--- src/rtl/snb_pkg.sv ---
package snb_pkg;

  typedef enum logic [1:0] {
    BC_RD  = 2'd0,
    BC_RDX = 2'd1,
    BC_UPG = 2'd2,
    BC_WB  = 2'd3
  } bus_cmd_e;

  // Commands that must wait for a memory block fill.
  function automatic logic cmd_fills(input bus_cmd_e c);
    return (c == BC_RD) || (c == BC_RDX);
  endfunction

  // Number of cycles a command keeps the bus.
  function automatic int unsigned tenure_len(input bus_cmd_e c, input int unsigned fill_lat);
    return cmd_fills(c) ? fill_lat : 32'd1;
  endfunction

  // Modular pointer advance for a ring of arbitrary depth.
  function automatic int unsigned ring_add(input int unsigned p, input int unsigned k,
                                           input int unsigned depth);
    int unsigned s;
    s = p + k;
    return (s >= depth) ? s - depth : s;
  endfunction

endpackage

--- src/rtl/snb_id_fifo.sv ---
module snb_id_fifo
  import snb_pkg::*;
#(
  parameter int unsigned DEPTH = 4
) (
  input  logic                                  clk,
  input  logic                                  rst_n,
  input  logic [DEPTH-1:0]                      push_i,
  input  logic                                  pop_i,
  output logic [((DEPTH > 1) ? $clog2(DEPTH) : 1)-1:0] head_o,
  output logic                                  empty_o
);
  localparam int unsigned IDW = (DEPTH > 1) ? $clog2(DEPTH) : 1;
  localparam int unsigned CW  = $clog2(DEPTH + 1);

  logic [IDW-1:0] slot_q  [DEPTH];
  logic [IDW-1:0] slot_of [DEPTH];
  logic [IDW-1:0] rd_q, wr_q;
  logic [CW-1:0]  cnt_q;
  logic [CW-1:0]  n_push;

  // Same-cycle pushes land in ascending requester order.
  always_comb begin
    int unsigned off;
    off = 0;
    for (int i = 0; i < DEPTH; i++) begin
      slot_of[i] = IDW'(ring_add(wr_q, off, DEPTH));
      if (push_i[i]) off++;
    end
    n_push = CW'(off);
  end

  always_ff @(posedge clk) begin
    for (int i = 0; i < DEPTH; i++)
      if (push_i[i]) slot_q[slot_of[i]] <= IDW'(i);
  end

  always_ff @(posedge clk) begin
    if (!rst_n) begin
      rd_q  <= '0;
      wr_q  <= '0;
      cnt_q <= '0;
    end else begin
      wr_q  <= IDW'(ring_add(wr_q, n_push, DEPTH));
      if (pop_i) rd_q <= IDW'(ring_add(rd_q, 1, DEPTH));
      cnt_q <= cnt_q + n_push - CW'(pop_i);
    end
  end

  assign head_o  = slot_q[rd_q];
  assign empty_o = (cnt_q == '0);

  // the queue is popped only when it holds an entry
  a_r2_pop_nonempty: assert property (@(posedge clk) disable iff (!rst_n)
    pop_i |-> !empty_o);

  // one entry per requester keeps the ring from overflowing
  a_r9_no_overflow: assert property (@(posedge clk) disable iff (!rst_n)
    (32'(cnt_q) + 32'(n_push)) <= (DEPTH + 32'(pop_i)));

endmodule

--- src/rtl/snb_bus_fsm.sv ---
module snb_bus_fsm
  import snb_pkg::*;
#(
  parameter int unsigned NREQ     = 4,
  parameter int unsigned FILL_LAT = 10
) (
  input  logic                                 clk,
  input  logic                                 rst_n,
  input  logic                                 q_empty_i,
  input  logic [((NREQ > 1) ? $clog2(NREQ) : 1)-1:0] q_head_i,
  input  bus_cmd_e                             head_cmd_i,
  output logic                                 grant_o,
  output logic                                 busy_o,
  output logic [((NREQ > 1) ? $clog2(NREQ) : 1)-1:0] owner_o,
  output logic                                 last_o
);
  localparam int unsigned IDW = (NREQ > 1) ? $clog2(NREQ) : 1;
  localparam int unsigned LW  = (FILL_LAT > 1) ? $clog2(FILL_LAT + 1) : 1;

  logic           busy_q;
  logic [IDW-1:0] owner_q;
  logic [LW-1:0]  left_q;

  assign last_o  = busy_q && (left_q == '0);
  assign grant_o = (!busy_q || last_o) && !q_empty_i;
  assign busy_o  = busy_q;
  assign owner_o = owner_q;

  always_ff @(posedge clk) begin
    if (!rst_n) begin
      busy_q  <= 1'b0;
      owner_q <= '0;
      left_q  <= '0;
    end else if (grant_o) begin
      busy_q  <= 1'b1;
      owner_q <= q_head_i;
      left_q  <= LW'(tenure_len(head_cmd_i, FILL_LAT) - 1);
    end else if (last_o) begin
      busy_q  <= 1'b0;
    end else if (busy_q) begin
      left_q  <= left_q - 1'b1;
    end
  end

  // ownership is held until the completing cycle
  a_r1_hold_owner: assert property (@(posedge clk) disable iff (!rst_n)
    (busy_q && !last_o) |=> (busy_q && $stable(owner_q)));

  // a waiting request takes the bus right after completion
  a_r11_no_gap: assert property (@(posedge clk) disable iff (!rst_n)
    (last_o && !q_empty_i) |=> busy_q);

endmodule

--- src/rtl/snb_snoop_collect.sv ---
module snb_snoop_collect #(
  parameter int unsigned NREQ = 4
) (
  input  logic            clk,
  input  logic            rst_n,
  input  logic            start_i,
  input  logic            busy_i,
  input  logic [NREQ-1:0] owner_oh_i,
  input  logic [NREQ-1:0] shared_i,
  input  logic [NREQ-1:0] dirty_i,
  output logic [NREQ-1:0] tgt_o,
  output logic            shared_o,
  output logic            dirty_o
);
  logic acc_sh_q, acc_dt_q;
  logic cur_sh, cur_dt;

  assign tgt_o  = busy_i ? ~owner_oh_i : '0;
  assign cur_sh = |(shared_i & tgt_o);
  assign cur_dt = |(dirty_i & tgt_o);
  assign shared_o = acc_sh_q | cur_sh;
  assign dirty_o  = acc_dt_q | cur_dt;

  always_ff @(posedge clk) begin
    if (!rst_n || start_i) begin
      acc_sh_q <= 1'b0;
      acc_dt_q <= 1'b0;
    end else if (busy_i) begin
      acc_sh_q <= shared_o;
      acc_dt_q <= dirty_o;
    end
  end

  // a shared report stays visible for the rest of the tenure
  a_r8_sticky_shared: assert property (@(posedge clk) disable iff (!rst_n)
    (busy_i && shared_o && !start_i) |=> (!busy_i || shared_o));

  // a dirty report stays visible for the rest of the tenure
  a_r8_sticky_dirty: assert property (@(posedge clk) disable iff (!rst_n)
    (busy_i && dirty_o && !start_i) |=> (!busy_i || dirty_o));

endmodule

--- src/rtl/snoop_bus_arb.sv ---
module snoop_bus_arb
  import snb_pkg::*;
#(
  parameter int unsigned NREQ     = 4,
  parameter int unsigned ADDR_W   = 32,
  parameter int unsigned FILL_LAT = 10
) (
  input  logic                     clk,
  input  logic                     rst_n,
  input  logic [NREQ-1:0]          req_i,
  input  logic [2*NREQ-1:0]        cmd_i,
  input  logic [NREQ*ADDR_W-1:0]   addr_i,
  output logic [NREQ-1:0]          gnt_o,
  output logic [NREQ-1:0]          done_o,
  output logic                     resp_shared_o,
  output logic                     resp_dirty_o,
  output logic                     snp_valid_o,
  output logic [1:0]               snp_cmd_o,
  output logic [ADDR_W-1:0]        snp_addr_o,
  output logic [NREQ-1:0]          snp_tgt_o,
  input  logic [NREQ-1:0]          snp_shared_i,
  input  logic [NREQ-1:0]          snp_dirty_i
);
  localparam int unsigned IDW = (NREQ > 1) ? $clog2(NREQ) : 1;

  bus_cmd_e        req_cmd [NREQ];
  bus_cmd_e        cmd_q   [NREQ];
  logic [ADDR_W-1:0] addr_q [NREQ];
  logic [NREQ-1:0] accept, enq, wb_hit;
  logic [NREQ-1:0] pending_q, wb_ack_q;
  logic [NREQ-1:0] owner_oh, bus_done;

  logic           q_empty, q_pop;
  logic [IDW-1:0] q_head, owner;
  logic           busy, last;
  bus_cmd_e       head_cmd;

  // Request decode: pending requesters are ignored, writebacks bypass the bus.
  for (genvar g = 0; g < NREQ; g++) begin : g_req
    assign req_cmd[g] = bus_cmd_e'(cmd_i[2*g +: 2]);
    assign accept[g]  = req_i[g] && !pending_q[g];
    assign enq[g]     = accept[g] && (req_cmd[g] != BC_WB);
    assign wb_hit[g]  = accept[g] && (req_cmd[g] == BC_WB);
  end

  always_ff @(posedge clk) begin
    for (int i = 0; i < NREQ; i++)
      if (enq[i]) begin
        cmd_q[i]  <= req_cmd[i];
        addr_q[i] <= addr_i[ADDR_W*i +: ADDR_W];
      end
  end

  always_ff @(posedge clk) begin
    if (!rst_n) begin
      pending_q <= '0;
      wb_ack_q  <= '0;
    end else begin
      pending_q <= (pending_q | enq) & ~bus_done;
      wb_ack_q  <= wb_hit;
    end
  end

  snb_id_fifo #(.DEPTH(NREQ)) u_fifo (
    .clk     (clk),
    .rst_n   (rst_n),
    .push_i  (enq),
    .pop_i   (q_pop),
    .head_o  (q_head),
    .empty_o (q_empty)
  );

  assign head_cmd = cmd_q[q_head];

  snb_bus_fsm #(.NREQ(NREQ), .FILL_LAT(FILL_LAT)) u_fsm (
    .clk        (clk),
    .rst_n      (rst_n),
    .q_empty_i  (q_empty),
    .q_head_i   (q_head),
    .head_cmd_i (head_cmd),
    .grant_o    (q_pop),
    .busy_o     (busy),
    .owner_o    (owner),
    .last_o     (last)
  );

  assign owner_oh = busy ? (NREQ'(1) << owner) : '0;
  assign bus_done = last ? owner_oh : '0;

  snb_snoop_collect #(.NREQ(NREQ)) u_snoop (
    .clk        (clk),
    .rst_n      (rst_n),
    .start_i    (q_pop),
    .busy_i     (busy),
    .owner_oh_i (owner_oh),
    .shared_i   (snp_shared_i),
    .dirty_i    (snp_dirty_i),
    .tgt_o      (snp_tgt_o),
    .shared_o   (resp_shared_o),
    .dirty_o    (resp_dirty_o)
  );

  assign gnt_o       = owner_oh;
  assign done_o      = bus_done | wb_ack_q;
  assign snp_valid_o = busy;
  assign snp_cmd_o   = busy ? cmd_q[owner] : BC_RD;
  assign snp_addr_o  = busy ? addr_q[owner] : '0;

  // never more than one owner
  a_r1_single_grant: assert property (@(posedge clk) disable iff (!rst_n)
    $onehot0(gnt_o));

  // snoop targets are exactly the non-owners
  a_r7_targets: assert property (@(posedge clk) disable iff (!rst_n)
    snp_valid_o |-> (((snp_tgt_o & gnt_o) == '0) && ((snp_tgt_o | gnt_o) == '1)));

  // a writeback acknowledge never coincides with owning the bus
  a_r6_wb_off_bus: assert property (@(posedge clk) disable iff (!rst_n)
    (|wb_ack_q) |-> ((wb_ack_q & gnt_o) == '0));

  // bus completion goes only to a requester with a live entry
  a_r9_done_pending: assert property (@(posedge clk) disable iff (!rst_n)
    (|bus_done) |-> ((bus_done & ~pending_q) == '0));

  // the queue head always belongs to a pending requester
  a_r2_head_pending: assert property (@(posedge clk) disable iff (!rst_n)
    q_pop |-> pending_q[q_head]);

endmodule

--- config.mk ---
export PLATFORM = sky130hd
export DESIGN_NAME = snoop_bus_arb
export DESIGN_NICKNAME = d
export VERILOG_FILES = /design/src/rtl/snb_pkg.sv /design/src/rtl/snb_id_fifo.sv /design/src/rtl/snb_bus_fsm.sv /design/src/rtl/snb_snoop_collect.sv /design/src/rtl/snoop_bus_arb.sv
export SDC_FILE = /design/constraint.sdc
export NUM_CORES = 1
export LEC_CHECK = 0
export CAP_MARGIN = 0
export CORE_ASPECT_RATIO = 1.1
export CORE_MARGIN = 3
export CORE_UTILIZATION = 50
export CTS_BUF_LIST = sky130_fd_sc_hd__clkbuf_2 sky130_fd_sc_hd__clkbuf_4 sky130_fd_sc_hd__clkbuf_8
export DETAILED_ROUTE_END_ITERATION = 12
export GPL_TIMING_DRIVEN = 0
export PLACE_DENSITY = 0.83
export SYNTH_ARGS = -nofsm -noshare
export SYNTH_HDL_FRONTEND = slang
export SYNTH_SLANG_ARGS = --single-unit
--- constraint.sdc ---
create_clock -name clk -period 9 [get_ports clk]
set_input_delay 2.7 -clock clk [delete_from_list [all_inputs] [get_ports clk]]
set_output_delay 2.7 -clock clk [all_outputs]
set_load 0.005 [all_outputs]
==> flow_summary.yaml <==
clock_network:
  ctsResizeCount: 0
  cts_tree: "built"
  clock_sinks: 172
  cts_hold_buf: 0
  clk_pin_slew_ns: 0.09
  htree_levels: 4
  cts_buffers: 17
  cts_setup_buffers: 0
  root_buffer: "clkbuf_8"
  clk_latency_ns: 0.45
  cts_buffer_depth: 2
sta:
  maxSlewHeadroom: 0.443
  max_slew.worst_pin.slew_ns: 0.828
  finClkSkew_ns: 0.00745
  rsz0062_at_grt: "no"
  post-route-min-period_ns: 7.04
  layout_worst_path_cycle_share: 0.782
  final_hold_viol_count: 0
  finalSetupViolCount: 0
  drv_slew: 0
  fmax_ghz: 0.142
  tns_ns: 0
detailed_routing:
  detail-route-antenna-nets: 0
  postRouteWirelength_mm: 17.8
  drt-initial-drc-count: 438
  via_per_inst: 5.49
  drc: 0
  vias: 4774
  wl_per_cell_um: 20.5
  dr.pass1.iters: 5
pwr:
  ir_worst_vdd_v: 0.000113
  power_density_nw_per_um2: 264
  power_mw: 2.59
  leakage_nw: 3.46
worst_hold_path:
  min_from: "u_fsm.left_q[3]"
  min_path_type: "reg2reg"
  hold_path_end: "u_fsm.left_q[3]"
  min_path_cells: 2
job:
  cap_violations: 0
global_routing:
  grt_pass1_wl_mm: 27.6
  track_usage: 0.231
  grt_antenna_before_repair: 2
  first_global_vias: 5127
  grt_max_degree: 25
  grt_overflow: 0
finish:
  fin_nets: 832
  design_area_um2: 9830
  multi_input_area_um2: 2240
  syn2layout_area_growth_pct: 37.3
  antenna_cells: 0
  final_util: 0.707
  regArea_um2: 4800
  nFillCells: 941
  drive_above_1_share: 0.129
  mostFrequentLayoutCell: "clkdlybuf4s50_1"
  final_cell_mix: "clkdlybuf4s50_1 (198), edfxtp_1 (136), and2_1 (43), mux4_2 (36), dfxtp_1 (36)"
  layout.cells.non_filler: 870
logic_synthesis:
  syn_area_um2: 7160
  ys_warn_count: 0
  yosysUniqueCellTypes: 54
  synth_area_leaders: "edfxtp_1 (57%), mux4_2 (11%), dfxtp_1 (10%)"
  synth-main-ff-cell: "edfxtp_1"
  postSynthCellCount: 449
  yosys.area.top_type: "edfxtp_1"
  synth_seq_area_share: 0.671
  yosys.area.top_type_share: 0.570
  synth_edf_count: 136
  async_flop_share: 0
  synth_seq_cells: 172
  syn_area_per_cell_um2: 16.0
  syn_nets: 611
worst_setup_path:
  cp.arrival_ns: 4.34
  timing.rr.end: "u_fifo.cnt_q[2]"
  ff2ff_path_depth: 17
  r2r_start: "pending_q[1]"
  path_class: "in2out"
  critPathLaunchType: "input pin"
  cp-end-kind: "primary output"
  r2r_slack_ns: 5.08
  worstPathMaxFanout: 3
  crit_required_ns: 6.30
floorplanning:
  core_um2: 13900
  die_x_um: 120
  io_pins: 199
  die-area_um2: 15800
  die_height_um: 132
  start_util: 0.515
  rows: 45
placement:
  dp_cells: 839
  io_buffers: 198
  dpl.hpwl_mm: 13.1
  gp_congestion: 0.831
  place_area_um2: 9460
run_status:
  run_status: "finished, final reports clean"
==> cell families (layout without fill, tap and decap cells) <==
family                     count (synthesis)  after routing  share of synthesized area
DFF                                      172            172                      0.671
AOI/OAI and AO/OA                         57             57                     0.0556
adders and majority gates                 12             12                     0.0220
and+or+nand+nor                          121            121                     0.0954
buffers and inverters                     30            263                     0.0164
muxes                                     41             41                      0.120
xor gates and xnor gates                  16             16                     0.0196
==> worst max path at each step <==
stage / startpoint / endpoint / slack (ns) / cells after the start
6_report: snp_shared_i[2] / resp_shared_o / 1.96 / 5
5_1_grt: snp_shared_i[2] / resp_shared_o / 1.90 / 5
4_1_cts: snp_shared_i[2] / resp_shared_o / 1.98 / 5
3_5_place_dp: snp_shared_i[2] / resp_shared_o / 2.00 / 5
3_3_place_gp: req_i[1] / u_fifo.cnt_q[2] / 1.42 / 17
2_1_floorplan: req_i[1] / u_fifo.cnt_q[2] / 2.89 / 16
==> metal layers <==
metal	vias to the layer above	part of all wire	track usage
li1	2165	-	-
met1	2343	0.38	0.280
met2	235	0.52	0.403
met3	27	0.080	0.0581
met4	4	0.019	0.0757
met5	-	0.0015	0
==> per-stage QoR <==
stage	setup WS [ns]	hold WS, ns
after floorplan	2.89	0.448
after global placement	1.42	0.465
after detailed placement	2.00	0.499
after CTS	1.98	0.513
after global routing	1.90	0.541
final	1.96	0.517
==> synth_stat cells (all sizes together) (4+ instances only) <==
master,n
edfxtp,136
ha,11
nand3,8
nor3,6
or3,4
inv,12
nor2b,8
nand2,25
mux2i,5
dfxtp,36
buf,4
a21oi,17
and3,4
xor2,4
clkbuf,13
and2,43
a21o,4
o21ai,11
nor2,11
xnor2,12
mux4,36
==> layout make-up <==
| class | count | area share |
|---|---|---|
| tap | 188 | 0.0239 |
| buffer | 17 | 0.00700 |
| inverter | 13 | 0.00496 |
| clock inverter | 12 | 0.0127 |
| multi-input combinational | 247 | 0.228 |
| clock buffer | 19 | 0.0253 |
| sequential | 172 | 0.489 |
| timing repair buffer | 202 | 0.210 |
==> state kept, by name, indices dropped and copies added, names as in the netlist, named ones only <==
name and count:
wb_ack_q 4, u_fifo.slot_q 8, addr_q 128, cmd_q 8, pending_q 4, u_fifo.wr_q 2, u_fifo.rd_q 2, u_fsm.left_q 4
u_fsm.owner_o 2, u_fsm.busy_o 1, u_snoop.acc_dt_q 1, u_snoop.acc_sh_q 1, u_fifo.cnt_q 3
==> power breakdown <==
| group | switching (mW) | internal [mW] |
|---|---|---|
| clock network | 0.267 | 0.249 |
| logic | 0.482 | 0.561 |
| registers | 0.0612 | 0.973 |
| total | 0.811 | 1.78 |
==> worst max-delay path: stages <==
cell	delay (ns)
clkdlybuf4s50_1	0.52
a21oi_1	0.08
o21ba_2	0.21
o21ai_0	0.26
clkdlybuf4s50_1	0.57
(Power assumes the default switching activity.)
